[config.mk]
export PLATFORM = sky130hd
export DESIGN_NAME = dac_trig_ctrl
export DESIGN_NICKNAME = d
export VERILOG_FILES = /design/src/rtl/dac_trig_pkg.sv /design/src/rtl/dac_trig_sync.sv /design/src/rtl/dac_trig_sel.sv /design/src/rtl/dac_conv_seq.sv /design/src/rtl/dac_trig_ctrl.sv
export SDC_FILE = /design/constraint.sdc
export NUM_CORES = 1
export LEC_CHECK = 0
export ABC_CLOCK_PERIOD_IN_PS = 2400
export BUFFER_PORTS_ARGS = -buffer_cell sky130_fd_sc_hd__buf_2
export CELL_PAD_IN_SITES_DETAIL_PLACEMENT = 1
export CELL_PAD_IN_SITES_GLOBAL_PLACEMENT = 1
export CORE_AREA = 4 4 112 114
export CTS_BUF_LIST = sky130_fd_sc_hd__clkbuf_16
export DETAILED_ROUTE_END_ITERATION = 7
export DIE_AREA = 0 0 116 118
export PLACE_DENSITY_LB_ADDON = 0.3
export SYNTH_ARGS = -nofsm -noshare
export SYNTH_HDL_FRONTEND = slang
export SYNTH_SLANG_ARGS = --single-unit
[constraint.sdc]
create_clock -name clk -period 2.4 [get_ports clk]
set_clock_uncertainty 0.15 [all_clocks]
set_input_delay 0.24 -clock clk [delete_from_list [all_inputs] [get_ports clk]]
set_output_delay 0.24 -clock clk [all_outputs]
set_load 0.02 [all_outputs]
[src/rtl/dac_trig_pkg.sv]
package dac_trig_pkg;
  localparam int CTRL_W = 12;

  typedef struct packed {
    logic       group_en;   // bit 11
    logic       udr_ie;     // bit 10
    logic       done_ie;    // bit 9
    logic       dma_en;     // bit 8
    logic       left_align; // bit 7
    logic [1:0] pin_mode;   // bits 6:5
    logic [3:0] src_sel;    // bits 4:1
    logic       trig_en;    // bit 0
  } ctrl_t;

  localparam logic [1:0] ADR_CTRL = 2'd0;
  localparam logic [1:0] ADR_DATA = 2'd1;
  localparam logic [1:0] ADR_STAT = 2'd2;
  localparam logic [1:0] ADR_SWTR = 2'd3;

  localparam logic [3:0] SRC_SW  = 4'd0;
  localparam logic [3:0] SRC_PIN = 4'd1;
  localparam int         SRC_TMR0 = 2;

  localparam logic [1:0] PIN_LOW  = 2'd0;
  localparam logic [1:0] PIN_HIGH = 2'd1;
  localparam logic [1:0] PIN_FALL = 2'd2;
  localparam logic [1:0] PIN_RISE = 2'd3;
endpackage

[src/rtl/dac_trig_sync.sv]
module dac_trig_sync #(
  parameter int N = 9
) (
  input  logic         clk,
  input  logic         rst,
  input  logic [N-1:0] async_in,
  output logic [N-1:0] lvl,
  output logic [N-1:0] rise,
  output logic [N-1:0] fall
);
  logic [N-1:0] s1, s2, s3;

  always_ff @(posedge clk) begin
    if (rst) begin
      s1 <= '0;
      s2 <= '0;
      s3 <= '0;
    end else begin
      s1 <= async_in;
      s2 <= s1;
      s3 <= s2;
    end
  end

  assign lvl  = s2;
  assign rise = s2 & ~s3;
  assign fall = ~s2 & s3;
endmodule

[src/rtl/dac_trig_sel.sv]
module dac_trig_sel
  import dac_trig_pkg::*;
#(
  parameter int N_TMR = 4,
  parameter int N_PWM = 4
) (
  input  ctrl_t            ctrl,
  input  logic             busy,
  input  logic             data_wr,
  input  logic             sw_pulse,
  input  logic             pin_lvl,
  input  logic             pin_rise,
  input  logic             pin_fall,
  input  logic [N_TMR-1:0] tmr_rise,
  input  logic [N_PWM-1:0] pwm_rise,
  output logic             fire,
  output logic             hw_fire
);
  localparam int PWM_BASE = SRC_TMR0 + N_TMR;

  logic cand;

  always_comb begin
    cand = 1'b0;
    if (!ctrl.trig_en) begin
      cand = data_wr;
    end else if (ctrl.src_sel == SRC_SW) begin
      cand = sw_pulse;
    end else if (ctrl.src_sel == SRC_PIN) begin
      case (ctrl.pin_mode)
        PIN_LOW:  cand = ~pin_lvl;
        PIN_HIGH: cand = pin_lvl;
        PIN_FALL: cand = pin_fall;
        default:  cand = pin_rise;
      endcase
    end else begin
      for (int i = 0; i < N_TMR; i++)
        if (ctrl.src_sel == 4'(SRC_TMR0 + i)) cand = tmr_rise[i];
      for (int j = 0; j < N_PWM; j++)
        if (ctrl.src_sel == 4'(PWM_BASE + j)) cand = pwm_rise[j];
    end
  end

  assign fire    = cand & ~busy;
  assign hw_fire = fire & ctrl.trig_en & (ctrl.src_sel != SRC_SW);
endmodule

[src/rtl/dac_conv_seq.sv]
module dac_conv_seq #(
  parameter int CONV_CYCLES = 8
) (
  input  logic clk,
  input  logic rst,
  input  logic fire,
  output logic start,
  output logic busy,
  output logic done
);
  localparam int CNT_W = $clog2(CONV_CYCLES + 1);

  logic [CNT_W-1:0] cnt;

  always_ff @(posedge clk) begin
    if (rst) begin
      start <= 1'b0;
      busy  <= 1'b0;
      done  <= 1'b0;
      cnt   <= '0;
    end else begin
      start <= fire;
      done  <= 1'b0;
      if (fire) begin
        busy <= 1'b1;
        cnt  <= CNT_W'(CONV_CYCLES - 1);
      end else if (busy) begin
        if (cnt == '0) begin
          busy <= 1'b0;
          done <= 1'b1;
        end else begin
          cnt <= cnt - 1'b1;
        end
      end
    end
  end

  p_start_one_cycle_r6: assert property (@(posedge clk) disable iff (rst)
    start |=> !start);
  p_start_with_busy_r6: assert property (@(posedge clk) disable iff (rst)
    start |-> busy);
  p_done_on_busy_fall_r7: assert property (@(posedge clk) disable iff (rst)
    done |-> (!busy && $past(busy)));
endmodule

[src/rtl/dac_trig_ctrl.sv]
module dac_trig_ctrl
  import dac_trig_pkg::*;
#(
  parameter int BUS_W       = 32,
  parameter int CODE_W      = 12,
  parameter int CONV_CYCLES = 8,
  parameter int N_TMR       = 4,
  parameter int N_PWM       = 4
) (
  input  logic              clk,
  input  logic              rst,
  input  logic              bus_wr,
  input  logic [1:0]        bus_addr,
  input  logic [BUS_W-1:0]  bus_wdata,
  output logic [BUS_W-1:0]  bus_rdata,
  input  logic              ext_pin,
  input  logic [N_TMR-1:0]  tmr_trig,
  input  logic [N_PWM-1:0]  pwm_trig,
  output logic [CODE_W-1:0] dac_code,
  output logic              dac_start,
  output logic              busy,
  output logic              dma_req,
  output logic              irq
);
  localparam int N_IN  = 1 + N_TMR + N_PWM;
  localparam int L_LO  = 16 - CODE_W;

  ctrl_t             ctrl_q;
  logic [BUS_W-1:0]  data_q;
  logic              fin_q, udr_q;
  logic              wr_ctrl, wr_data, wr_stat, sw_pulse;
  logic [N_IN-1:0]   s_lvl, s_rise, s_fall;
  logic              fire, hw_fire, done;
  logic [BUS_W-1:0]  code_src;
  logic              udr_evt;

  assign wr_ctrl  = bus_wr && (bus_addr == ADR_CTRL);
  assign wr_data  = bus_wr && (bus_addr == ADR_DATA);
  assign wr_stat  = bus_wr && (bus_addr == ADR_STAT);
  assign sw_pulse = bus_wr && (bus_addr == ADR_SWTR) && bus_wdata[0];

  dac_trig_sync #(.N(N_IN)) u_sync (
    .clk(clk), .rst(rst),
    .async_in({pwm_trig, tmr_trig, ext_pin}),
    .lvl(s_lvl), .rise(s_rise), .fall(s_fall)
  );

  dac_trig_sel #(.N_TMR(N_TMR), .N_PWM(N_PWM)) u_sel (
    .ctrl(ctrl_q), .busy(busy), .data_wr(wr_data), .sw_pulse(sw_pulse),
    .pin_lvl(s_lvl[0]), .pin_rise(s_rise[0]), .pin_fall(s_fall[0]),
    .tmr_rise(s_rise[N_TMR:1]), .pwm_rise(s_rise[N_IN-1:N_TMR+1]),
    .fire(fire), .hw_fire(hw_fire)
  );

  dac_conv_seq #(.CONV_CYCLES(CONV_CYCLES)) u_seq (
    .clk(clk), .rst(rst), .fire(fire),
    .start(dac_start), .busy(busy), .done(done)
  );

  assign code_src = wr_data ? bus_wdata : data_q;
  assign udr_evt  = hw_fire && ctrl_q.dma_en && dma_req && !wr_data;

  always_ff @(posedge clk) begin
    if (rst) begin
      ctrl_q    <= '0;
      data_q    <= '0;
      dac_code  <= '0;
      fin_q     <= 1'b0;
      udr_q     <= 1'b0;
      dma_req   <= 1'b0;
      irq       <= 1'b0;
      bus_rdata <= '0;
    end else begin
      if (wr_ctrl) ctrl_q <= ctrl_t'(bus_wdata[CTRL_W-1:0]);
      if (wr_data) data_q <= bus_wdata;
      if (fire)
        dac_code <= ctrl_q.left_align ? code_src[L_LO +: CODE_W]
                                      : code_src[CODE_W-1:0];
      if (hw_fire && ctrl_q.dma_en) dma_req <= 1'b1;
      else if (wr_data)             dma_req <= 1'b0;
      if (done)                           fin_q <= 1'b1;
      else if (wr_stat && bus_wdata[0])   fin_q <= 1'b0;
      if (udr_evt)                        udr_q <= 1'b1;
      else if (wr_stat && bus_wdata[1])   udr_q <= 1'b0;
      irq <= (fin_q & ctrl_q.done_ie) | (udr_q & ctrl_q.udr_ie);
      case (bus_addr)
        ADR_CTRL: bus_rdata <= BUS_W'(ctrl_q);
        ADR_DATA: bus_rdata <= data_q;
        ADR_STAT: bus_rdata <= BUS_W'({busy, 6'b0, udr_q, fin_q});
        default:  bus_rdata <= '0;
      endcase
    end
  end

  p_swtr_reads_zero_r2: assert property (@(posedge clk) disable iff (rst)
    (bus_addr == ADR_SWTR) |=> (bus_rdata == '0));
  p_start_from_idle_r6: assert property (@(posedge clk) disable iff (rst)
    dac_start |-> !$past(busy));
  p_udr_needs_req_r9: assert property (@(posedge clk) disable iff (rst)
    $rose(udr_q) |-> $past(dma_req));
  p_irq_has_flag_r10: assert property (@(posedge clk) disable iff (rst)
    irq |-> $past(fin_q | udr_q));
endmodule

# == After elaboration in Yosys (flattened, before gate mapping) ==
# Cells that the tools add are included.
# W data, S select, Z words.
# totals
elab_cells,105
in_bits,46
regBits,126
out_inout_bits,48
# classes
n_addsub,1
bitwise_logic,13
reduce_logical,24
eq_ne,15
muxes,28
# op_table
cell,count
$pmux W32 S3,1
$mux W1,21
$eq A4 B3 Y1 const B,4
$mux W16,1
$mux W12,1
$logic_and A1 B1 Y1,10
$and A9 B9 Y9,1
$mux W3,3
$not A9 Y9,1
$eq A4 B2 Y1 const B,2
$eq A4 B4 Y1 const B,2
$logic_not A4 Y1,2
$reduce_bool A2 Y1,4
$and A1 B1 Y1,6
$eq A2 B2 Y1 const B,3
$eq A2 B1 Y1 const B,2
$eq A4 B1 Y1 const B,1
$logic_not A2 Y1,2
$not A1 Y1,4
$reduce_and A2 Y1,2
$reduce_bool A4 Y1,1
$sub A4 B1 Y4 const B,1
$pmux W1 S3,1
$reduce_or A3 Y1,1
other kinds (4),4

# == Longest topological paths before layout ==
# Gate-level depths: netlist of run 1.
# logic_depth
depth_word,20
mapped_depth,9
ltp_nobuf,7

# == Modules after synthesis ==
# From an unflattened synthesis of run 1, not the netlist that was laid out.
# unflattened
hier_cells,475
area_unflattened_um2,4810.9
# by_module_without_submodules
module,cells_per_inst,n_inst,area_per_inst_um2
dac_trig_ctrl,343,1,3467.1
dac_trig_sync,74,1,862.1
dac_conv_seq,32,1,311.5
dac_trig_sel,26,1,170.2

# == Worst setup path before layout of run 1 ==
# OpenSTA, ideal clock, no wires.
# synth_path
path_type,register -> register
startpoint,reg ctrl_q[2] in the netlist's numbering
endpoint,reg dac_code[10]
arrival_ns,1.763
path_buffers,2
path_stages_with_launch,9
required_ns,2.115
setup_slack_ns,0.352
path_cell_list,dfxtp_1 -> buf_2 -> or2_1 -> a311oi_1 -> a21oi_1 -> or2_4 -> o21ai_4 -> buf_6 -> o31ai_2
# synth_between
elab_chain_len,13
elab_cells_between_ends,22
classes_between,eq/ne: 9; mux: 11; bitwise: 1; reduce/logical: 1
# synth_lines
item,line,rtl
start: declaration,dac_trig_ctrl.sv:28,ctrl_t ctrl_q;
start signal: assignment,dac_trig_ctrl.sv:74,if (wr_ctrl) ctrl_q <= ctrl_t'(bus_wdata[CTRL_W-1:0]);
$eq A4 B2 Y1,dac_trig_sel.sv:38,if (ctrl.src_sel == 4'(SRC_TMR0 + i)) cand = tmr_rise[i];
$mux W1 (4 in series),dac_trig_sel.sv:38,
$mux W1 (4 in series),dac_trig_sel.sv:40,if (ctrl.src_sel == 4'(PWM_BASE + j)) cand = pwm_rise[j];
$mux W1,dac_trig_sel.sv:29,end else if (ctrl.src_sel == SRC_PIN) begin
$mux W1 *,dac_trig_sel.sv:27,end else if (ctrl.src_sel == SRC_SW) begin
$mux W1 *,dac_trig_sel.sv:25,if (!ctrl.trig_en) begin
$and A1 B1 Y1 *,dac_trig_sel.sv:44,assign fire = cand & ~busy;
end signal: assignment,dac_trig_ctrl.sv:77,dac_code <= ctrl_q.left_align ? code_src[L_LO +: CODE_W]
end: declaration,dac_trig_ctrl.sv:19,"output logic [CODE_W-1:0] dac_code,"
# Every way passes the cells marked *; elsewhere a longest branch is shown, timed or not.
# A chain may end at the register's enable or synchronous reset.

# == Worst setup path in the final report of run 1 ==
# layout_path
startpoint,reg ctrl_q[1] in the netlist's numbering
endpoint,reg udr_q
# layout_between
elab_chain_len,19
elab_cells_between_ends,30
classes_between,eq/ne: 9; mux: 12; bitwise: 3; reduce/logical: 6
# layout_lines
item,line,rtl
$eq A4 B2 Y1,dac_trig_sel.sv:38,
$mux W1 (4 in series),dac_trig_sel.sv:38,
$mux W1 (4 in series),dac_trig_sel.sv:40,
$mux W1,dac_trig_sel.sv:29,
$mux W1,dac_trig_sel.sv:27,
$mux W1,dac_trig_sel.sv:25,
$and A1 B1 Y1,dac_trig_sel.sv:44,
$and A1 B1 Y1,dac_trig_sel.sv:45,assign hw_fire = fire & ctrl.trig_en & (ctrl.src_sel != SRC_SW);
$and A1 B1 Y1 *,dac_trig_sel.sv:45,
$logic_and A1 B1 Y1 * (3 in series),dac_trig_ctrl.sv:61,assign udr_evt = hw_fire && ctrl_q.dma_en && dma_req && !wr_data;
$mux W1 or $reduce_bool A2 Y1 (tied branches),n/a,
end signal: assignment,dac_trig_ctrl.sv:69,udr_q <= 1'b0;
end signal: assignment,dac_trig_ctrl.sv:83,if (udr_evt) udr_q <= 1'b1;
end signal: assignment,dac_trig_ctrl.sv:84,else if (wr_stat && bus_wdata[1]) udr_q <= 1'b0;
end: declaration,dac_trig_ctrl.sv:30,"logic fin_q, udr_q;"
# Marks and branches as above.

==> flow_metrics.tcl, run 1 <==
set metrics [dict create \
    vias 3771 \
    hold_viol_final 0 \
    max_clock_freq_mhz 452 \
    syn2layout_area_growth_pct 34.5 \
    worst-endpoint-arrival_ns 2.38 \
    routedWlPerCell_um 16.5 \
    status "finished, final reports clean" \
    worstPathRequired_ns 2.56 \
    setup_tns_ns 0 \
    htreeDepth 4 \
    drc_errors 0 \
    worstHoldStart "bus_wdata[2]" \
    grt_max_degree 86 \
    end_kind "register" \
    num-fill-cells 1309 \
    drive_above_1_share 0.259 \
    syn_inst 457 \
    track_usage 0.189 \
    overflow 0 \
    slew_headroom 0.640 \
    synth_edf_count 0 \
    synth_warnings 0 \
    fin_ws_ns 0.186 \
    hold_end "ctrl_q[2]$_SDFFE_PP0P_" \
    rsz0062_at_grt "no" \
    hold-path-cell-count 3 \
    clk_latency_ns 0.41 \
    finalWeightedCongestion 0.835 \
    first_global_vias 4024 \
    wl_met1_mm 5.11 \
    firstDrtPassIters 4 \
    wl_met2_mm 6.45 \
    yosys.area_share.adder 0.00271 \
    met3_length_um 488 \
    critPathMaxFanout 15 \
    netlist_area_sq_mm 0.00461 \
    synth_async_sr_flop_share 0 \
    antenna_found_initial 0 \
    cts_root_buffer "clkbuf_16" \
    p_leak_nw 2.68 \
    dieArea_sq_mm 0.0137 \
    synth_compound_area_frac 0.0976 \
    syn_avg_cell_area_sq_um 10.1 \
    synthXorXnorAreaFrac 0 \
    diodes 0 \
    multiInputGateArea_sq_mm 0.00193 \
    drt_iter0_drc 146 \
    dpl.hpwl_mm 8.15 \
    regToRegStartpoint "ctrl_q[1]$_SDFFE_PP0P_" \
    synthSimpleGateAreaFrac 0.204 \
    initial_core_util 0.404 \
    clk_pin_slew_worst_paths_ns 0.05 \
    drv_cap 0 \
    yosysSeqAreaShare 0.547 \
    cts_buffers 17 \
    io_buffers 93 \
    hold_class "in -> reg" \
    vdd_drop_max_mv 0.419 \
    top_layer_used "met4" \
    synth_flop_cell "dfxtp_1" \
    synth_top_family_by_area "simple AND/OR/NAND/NOR gates" \
    clockBufferDepth 2 \
    die_w_um 116 \
    fin_crit_sh 0.923 \
    yosys-mux-area-fraction 0.114 \
    dieHeight_um 118 \
    cts.sinks 126 \
    setup_viol 0 \
    rows 39 \
    final_max_slew_viol_count 0 \
    cts_tree "built" \
    grt_pass1_wl_mm 20.2 \
    ys_ff_latch 126 \
    io_pins 94 \
    power_density_mw_per_mm2 808 \
    ff_latch_area_sq_mm 0.00252 \
    synth_area_leaders "dfxtp_1 (55%), mux2i_1 (8.5%), nor2_1 (4.5%), nor2b_1 (4.2%), nand2_1 (3.1%)" \
    ant_nets 0 \
    min_period_ns 2.21 \
    crit_type "reg -> reg" \
    ys_types 47 \
    utilization 0.543 \
    via_per_inst 5.06 \
    nets 636 \
    r2r-end "udr_q$_SDFFE_PP0P_" \
    core_area_sq_mm 0.0114 \
    wl_mm 12.3 \
    max_slew.worst_pin.slew_ns 0.539 \
    dp_slack_ns 0.249 \
    ff2ff_setup_slack_ns 0.19 \
    syn_nets 504 \
    r2r_cells 7 \
    yosysTopAreaCell "dfxtp_1" \
    synth.top_cell.area_share 0.547 \
    cts_setup_buffers 0 \
    startpoint_type "register" \
]
repair_timing:
item / 4_1_cts / 5_1_grt
hold buffers: 39 / 0
hold endpoints to repair: 40 / 0
gates resized for setup: 0 / 0
metal layers:
layer | track usage | up-vias
met1 | 0.218 | 1858
met2 | 0.333 | 78
met4 | 0.0711 | 0
li1 | - | 1814
met3 | 0.0468 | 21
met5 | 0 | -
registers in the layout, summed over array words and instances (netlist names):
| name | flops |
|---|---|
| u_sync.s3 | 9 |
| irq | 1 |
| u_seq.done | 1 |
| u_seq.busy | 1 |
| u_seq.cnt | 4 |
| dac_code | 12 |
| dma_req | 1 |
| ctrl_q | 12 |
| udr_q | 1 |
| u_seq.start | 1 |
| fin_q | 1 |
| bus_rdata | 32 |
| u_sync.lvl | 9 |
| u_sync.s1 | 9 |
| data_q | 32 |
power by group:
part / internal [W] / switching, W
Clock: 0.00159 / 0.000857
Combinational: 0.000178 / 0.000198
Sequential: 0.00215 / 0.0000363
synth_stat cells, types with 2 or more instances:
cell type / n
buf_2: 7
o32ai_1: 2
o21ai_0: 2
nand3b_1: 4
nor2_1: 55
o31ai_2: 8
o31ai_1: 4
clkbuf_1: 20
mux2i_1: 39
nand3_1: 4
o22ai_1: 2
a21oi_1: 27
nor3b_1: 5
inv_1: 8
o21a_1: 2
buf_1: 3
and2_1: 20
nor2b_1: 31
mux2_2: 12
nand4b_1: 12
nand2_1: 38
dfxtp_1: 126
a32oi_1: 2
critical path, cell delays in order, from the launching register on:
cell and delay, ns:
dfxtp_1 0.35, or4_4 0.57, o22ai_1 0.16, and3_1 0.21, or2_4 0.15, o21ai_4 0.06, buf_12 0.16, o41ai_2 0.31
how the worst max path moves through the flow:
stage / from / end / slack [ns]
finish: ctrl_q[1]$_SDFFE_PP0P_ / udr_q$_SDFFE_PP0P_ / 0.19
global route: ctrl_q[1]$_SDFFE_PP0P_ / udr_q$_SDFFE_PP0P_ / 0.06
CTS: ctrl_q[1]$_SDFFE_PP0P_ / udr_q$_SDFFE_PP0P_ / 0.20
detailed placement: ctrl_q[1]$_SDFFE_PP0P_ / udr_q$_SDFFE_PP0P_ / 0.25
global placement: ctrl_q[1]$_SDFFE_PP0P_ / udr_q$_SDFFE_PP0P_ / 0.32
floorplan: ctrl_q[2]$_SDFFE_PP0P_ / dac_code[10]$_SDFFE_PP0P_ / 0.35
cell usage in the layout (no fill, tap or decap), drive strengths merged, types with 2 or more instances in the layout:
cell type,n
or2,3
nand3b,4
dfxtp,126
mux2i,39
dlygate4sd3,39
o32ai,2
nor3b,5
o21a,2
a32oi,2
o22ai,2
nor2b,31
nand2,38
nand3,4
and2,20
clkbuf,17
nand4b,12
inv,15
nor2,55
o31ai,12
o21ai,4
buf,105
mux2,12
bufinv,3
clkinv,4
a21oi,27
nor3,2
per-stage QoR:
step                cell area (sq um)  hold WS [ns]  cells  total power (W)
floorplan                        4610         0.218    457          0.00243
global placement                 5250         0.271    674          0.00254
detailed placement               5250         0.284    674          0.00256
CTS                              6200       0.00964    745          0.00505
global route                     6200        0.0409    745          0.00519
finish                           6200        0.0159    745          0.00501
kinds of logic (layout without fill, tap and decap cells):
group	after synthesis	count (layout)
buffers and inverters	39	184
DFF	126	126
and+or+nand+nor	179	179
adders and majority gates	1	1
AOI/OAI and AO/OA	61	61
muxes	51	51
layout make-up:
type / instances / area share
multi-input cells: 292 / 0.312
clock buffers: 17 / 0.0686
well taps: 143 / 0.0288
flip-flops and latches: 126 / 0.407
clock inverters: 15 / 0.0228
inverters: 8 / 0.00484
repair buffers: 144 / 0.157
No activity file was read; power rests on OpenSTA's default activity.
==> run 2, diff against run 1 <==
--- a/config.mk
+++ b/config.mk
@@ -5,14 +5,15 @@
 export SDC_FILE = /design/constraint.sdc
 export NUM_CORES = 1
 export LEC_CHECK = 0
+export ABC_AREA = 1
 export ABC_CLOCK_PERIOD_IN_PS = 2400
-export BUFFER_PORTS_ARGS = -buffer_cell sky130_fd_sc_hd__buf_2
 export CELL_PAD_IN_SITES_DETAIL_PLACEMENT = 1
 export CELL_PAD_IN_SITES_GLOBAL_PLACEMENT = 1
-export CORE_AREA = 4 4 112 114
+export CORE_AREA = 4 4 129 131
 export CTS_BUF_LIST = sky130_fd_sc_hd__clkbuf_16
 export DETAILED_ROUTE_END_ITERATION = 7
-export DIE_AREA = 0 0 116 118
+export DIE_AREA = 0 0 133 135
+export DONT_BUFFER_PORTS = 1
 export PLACE_DENSITY_LB_ADDON = 0.3
 export SYNTH_ARGS = -nofsm -noshare
 export SYNTH_HDL_FRONTEND = slang
==> flow_metrics.tcl, run 2 <==
set metrics [dict create \
    syn_nets 613 \
    regToRegStartpoint "ctrl_q[1]$_SDFFE_PP0P_" \
    cp_slowest_cell "dfxtp_1" \
    worst-endpoint-arrival_ns 2.30 \
    vdd_drop_max_mv 0.478 \
    setup_viol 0 \
    first_global_vias 4019 \
    power_density_mw_per_mm2 891 \
    synth_edf_count 0 \
    ys_ff_latch 126 \
    synth_warnings 0 \
    htreeDepth 4 \
    clk_pin_slew_worst_paths_ns 0.06 \
    initial_core_util 0.292 \
    hold-path-cell-count 4 \
    io_pins 94 \
    ys_types 30 \
    worstPathRequired_ns 2.61 \
    yosys.area_share.adder 0.00275 \
    grt_max_degree 83 \
    min_period_ns 2.09 \
    cts_buffers 17 \
    cpLargestDelayFamily "simple AND/OR/NAND/NOR gates" \
    max_slew.worst_pin.slew_ns 0.645 \
    slew_headroom 0.569 \
    io_buffers 0 \
    rows 46 \
    wl_mm 12.7 \
    met3_usage 0.0477 \
    synth_flop_cell "dfxtp_1" \
    fin_crit_sh 0.870 \
    r2r-end "dac_code[8]$_SDFFE_PP0P_" \
    final_max_slew_viol_count 0 \
    dpl.hpwl_mm 8.66 \
    hold_class "in -> reg" \
    grt_use_met1 0.179 \
    cts_root_buffer "clkbuf_16" \
    grt_pass1_wl_mm 20.8 \
    critPathMaxFanout 18 \
    setup_tns_ns 0 \
    dieHeight_um 135 \
    worstHoldStart "bus_addr[1]" \
    end_kind "register" \
    track_usage 0.148 \
    drv_cap 0 \
    routedWlPerCell_um 15.2 \
    yosysSeqAreaShare 0.554 \
    ff2ff_setup_slack_ns 0.31 \
    most-common-layout-cells "dfxtp_1 (126), nor2_1 (81), inv_1 (76)" \
    core_area_sq_mm 0.0156 \
    ant_nets 0 \
    drive_above_1_share 0.106 \
    startpoint_type "register" \
    yosysMostFrequentCell "dfxtp_1" \
    mostFrequentLayoutCell "dfxtp_1" \
    nets 657 \
    firstDrtPassIters 4 \
    max_clock_freq_mhz 479 \
    p_leak_nw 2.38 \
    finalWeightedCongestion 0.823 \
    hold_viol_final 0 \
    drc_errors 0 \
    synth_common_cells "dfxtp_1 (126), nor2_1 (81), inv_1 (75), nand2_1 (75), o21ai_0 (48)" \
    cts.sinks 126 \
    synthXorXnorAreaFrac 0.00192 \
    syn_inst 566 \
    crit_path_frequent_cell "nand2_1" \
    crit_type "reg -> reg" \
    slowest_delay_ns 0.39 \
    r2r_cells 14 \
    num-fill-cells 1850 \
    overflow 0 \
    synthSimpleGateAreaFrac 0.211 \
    antenna_found_initial 1 \
    synth_compound_area_frac 0.119 \
    hold_slack_ns 0.0258 \
    drt_iter0_drc 170 \
    yosys-mux-area-fraction 0.0154 \
    top_usage_layer "met2" \
    rsz0062_at_grt "no" \
    clk_latency_ns 0.42 \
    dieArea_sq_mm 0.0180 \
    hold_end "bus_rdata[8]$_SDFF_PP0_" \
    vias 3765 \
    diodes 0 \
    top_regs "bus_rdata (32), data_q (32)" \
    netlist_area_sq_mm 0.00455 \
    synth_area_leaders "dfxtp_1 (55%), nor2_1 (6.7%), inv_1 (6.2%), nand2_1 (6.2%), o21ai_0 (5.3%)" \
    syn2layout_area_growth_pct 27.9 \
    status "finished, final reports clean" \
    worstPathBufferInverterCount 1 \
    syn_avg_cell_area_sq_um 8.04 \
    synth_async_sr_flop_share 0 \
    via_per_inst 4.49 \
    synth_top_family_by_area "simple AND/OR/NAND/NOR gates" \
    yosysTopAreaCell "dfxtp_1" \
    synth.top_cell.area_share 0.554 \
    path_cells "inv_1, nor2_2, nand2_1, nand3_1, nand2_1, nand3_1, nand2_1, nand2_1, nand2_1, nand2_2, nand2_4, nor2_8, o21ai_0, nand2_1" \
    clockBufferDepth 2 \
    cts_tree "built" \
    die_w_um 133 \
    use_met2 0.242 \
]
[run 2: worst max-delay path by stage]
stage | cells after the start | slack, ns | to | from
floorplan | 14 | 0.77 | dac_code[10]$_SDFFE_PP0P_ | ctrl_q[2]$_SDFFE_PP0P_
global placement | 14 | 0.50 | dac_code[8]$_SDFFE_PP0P_ | ctrl_q[1]$_SDFFE_PP0P_
detailed placement | 14 | 0.31 | dac_code[8]$_SDFFE_PP0P_ | ctrl_q[1]$_SDFFE_PP0P_
CTS | 14 | 0.29 | dac_code[8]$_SDFFE_PP0P_ | ctrl_q[1]$_SDFFE_PP0P_
global route | 14 | 0.08 | dac_code[8]$_SDFFE_PP0P_ | ctrl_q[1]$_SDFFE_PP0P_
finish | 14 | 0.31 | dac_code[8]$_SDFFE_PP0P_ | ctrl_q[1]$_SDFFE_PP0P_
[run 2: what timing repair did]
action | 4_1_cts | 5_1_grt
endpoints found under the hold margin | 123 | 0
buffers inserted | 0 | 0
resized for setup | 0 | 0
hold buffers | 46 | 0
[run 2: area by class of cell]
class | instances | area [sq um] | share of cell area
Timing Repair Buffer | 54 | 538 | 0.0924
Sequential cell | 126 | 2520 | 0.433
Multi-Input combinational cell | 331 | 1590 | 0.274
Inverter | 80 | 300 | 0.0516
Tap cell | 216 | 270 | 0.0464
Clock inverter | 14 | 170 | 0.0292
Clock buffer | 17 | 425 | 0.0731
[run 2: cells by family (layout without fill, tap and decap cells)]
| family | Yosys count | after routing |
|---|---|---|
| simple gates | 221 | 221 |
| compound gates | 101 | 101 |
| buf+inv | 109 | 165 |
| mux | 7 | 7 |
| fa+ha+maj | 1 | 1 |
| flops | 126 | 126 |
| xor+xnor | 1 | 1 |
[run 2: tightest hold or removal path: stages]
cell     delay (ns)
inv_1          0.05
nor3_1         0.12
o21ai_0        0.11
inv_1          0.05
[run 2: layer usage]
| metal | vias to the layer above | share of wire |
|---|---|---|
| li1 | 1866 | - |
| met3 | 23 | 0.046 |
| met1 | 1785 | 0.46 |
| met4 | 2 | 0.021 |
| met2 | 89 | 0.48 |
| met5 | - | 0.00094 |
[run 2: report_power, final]
group	switching [W]	internal, W
clock network	0.000962	0.00162
registers	0.0000623	0.00217
logic	0.000223	0.000140
total	0.00125	0.00394
[run 2: metrics by stage]
step | area (sq um) | power (W) | utilization | setup slack (ns) | cells
after floorplan | 4550 | 0.00249 | - | 0.768 | 566
after global placement | 4750 | 0.00254 | 0.304 | 0.501 | 761
after detailed placement | 4750 | 0.00255 | 0.304 | 0.305 | 761
after CTS | 5820 | 0.00525 | 0.373 | 0.287 | 838
after global routing | 5820 | 0.00540 | 0.373 | 0.0756 | 838
final | 5820 | 0.00518 | 0.373 | 0.313 | 838
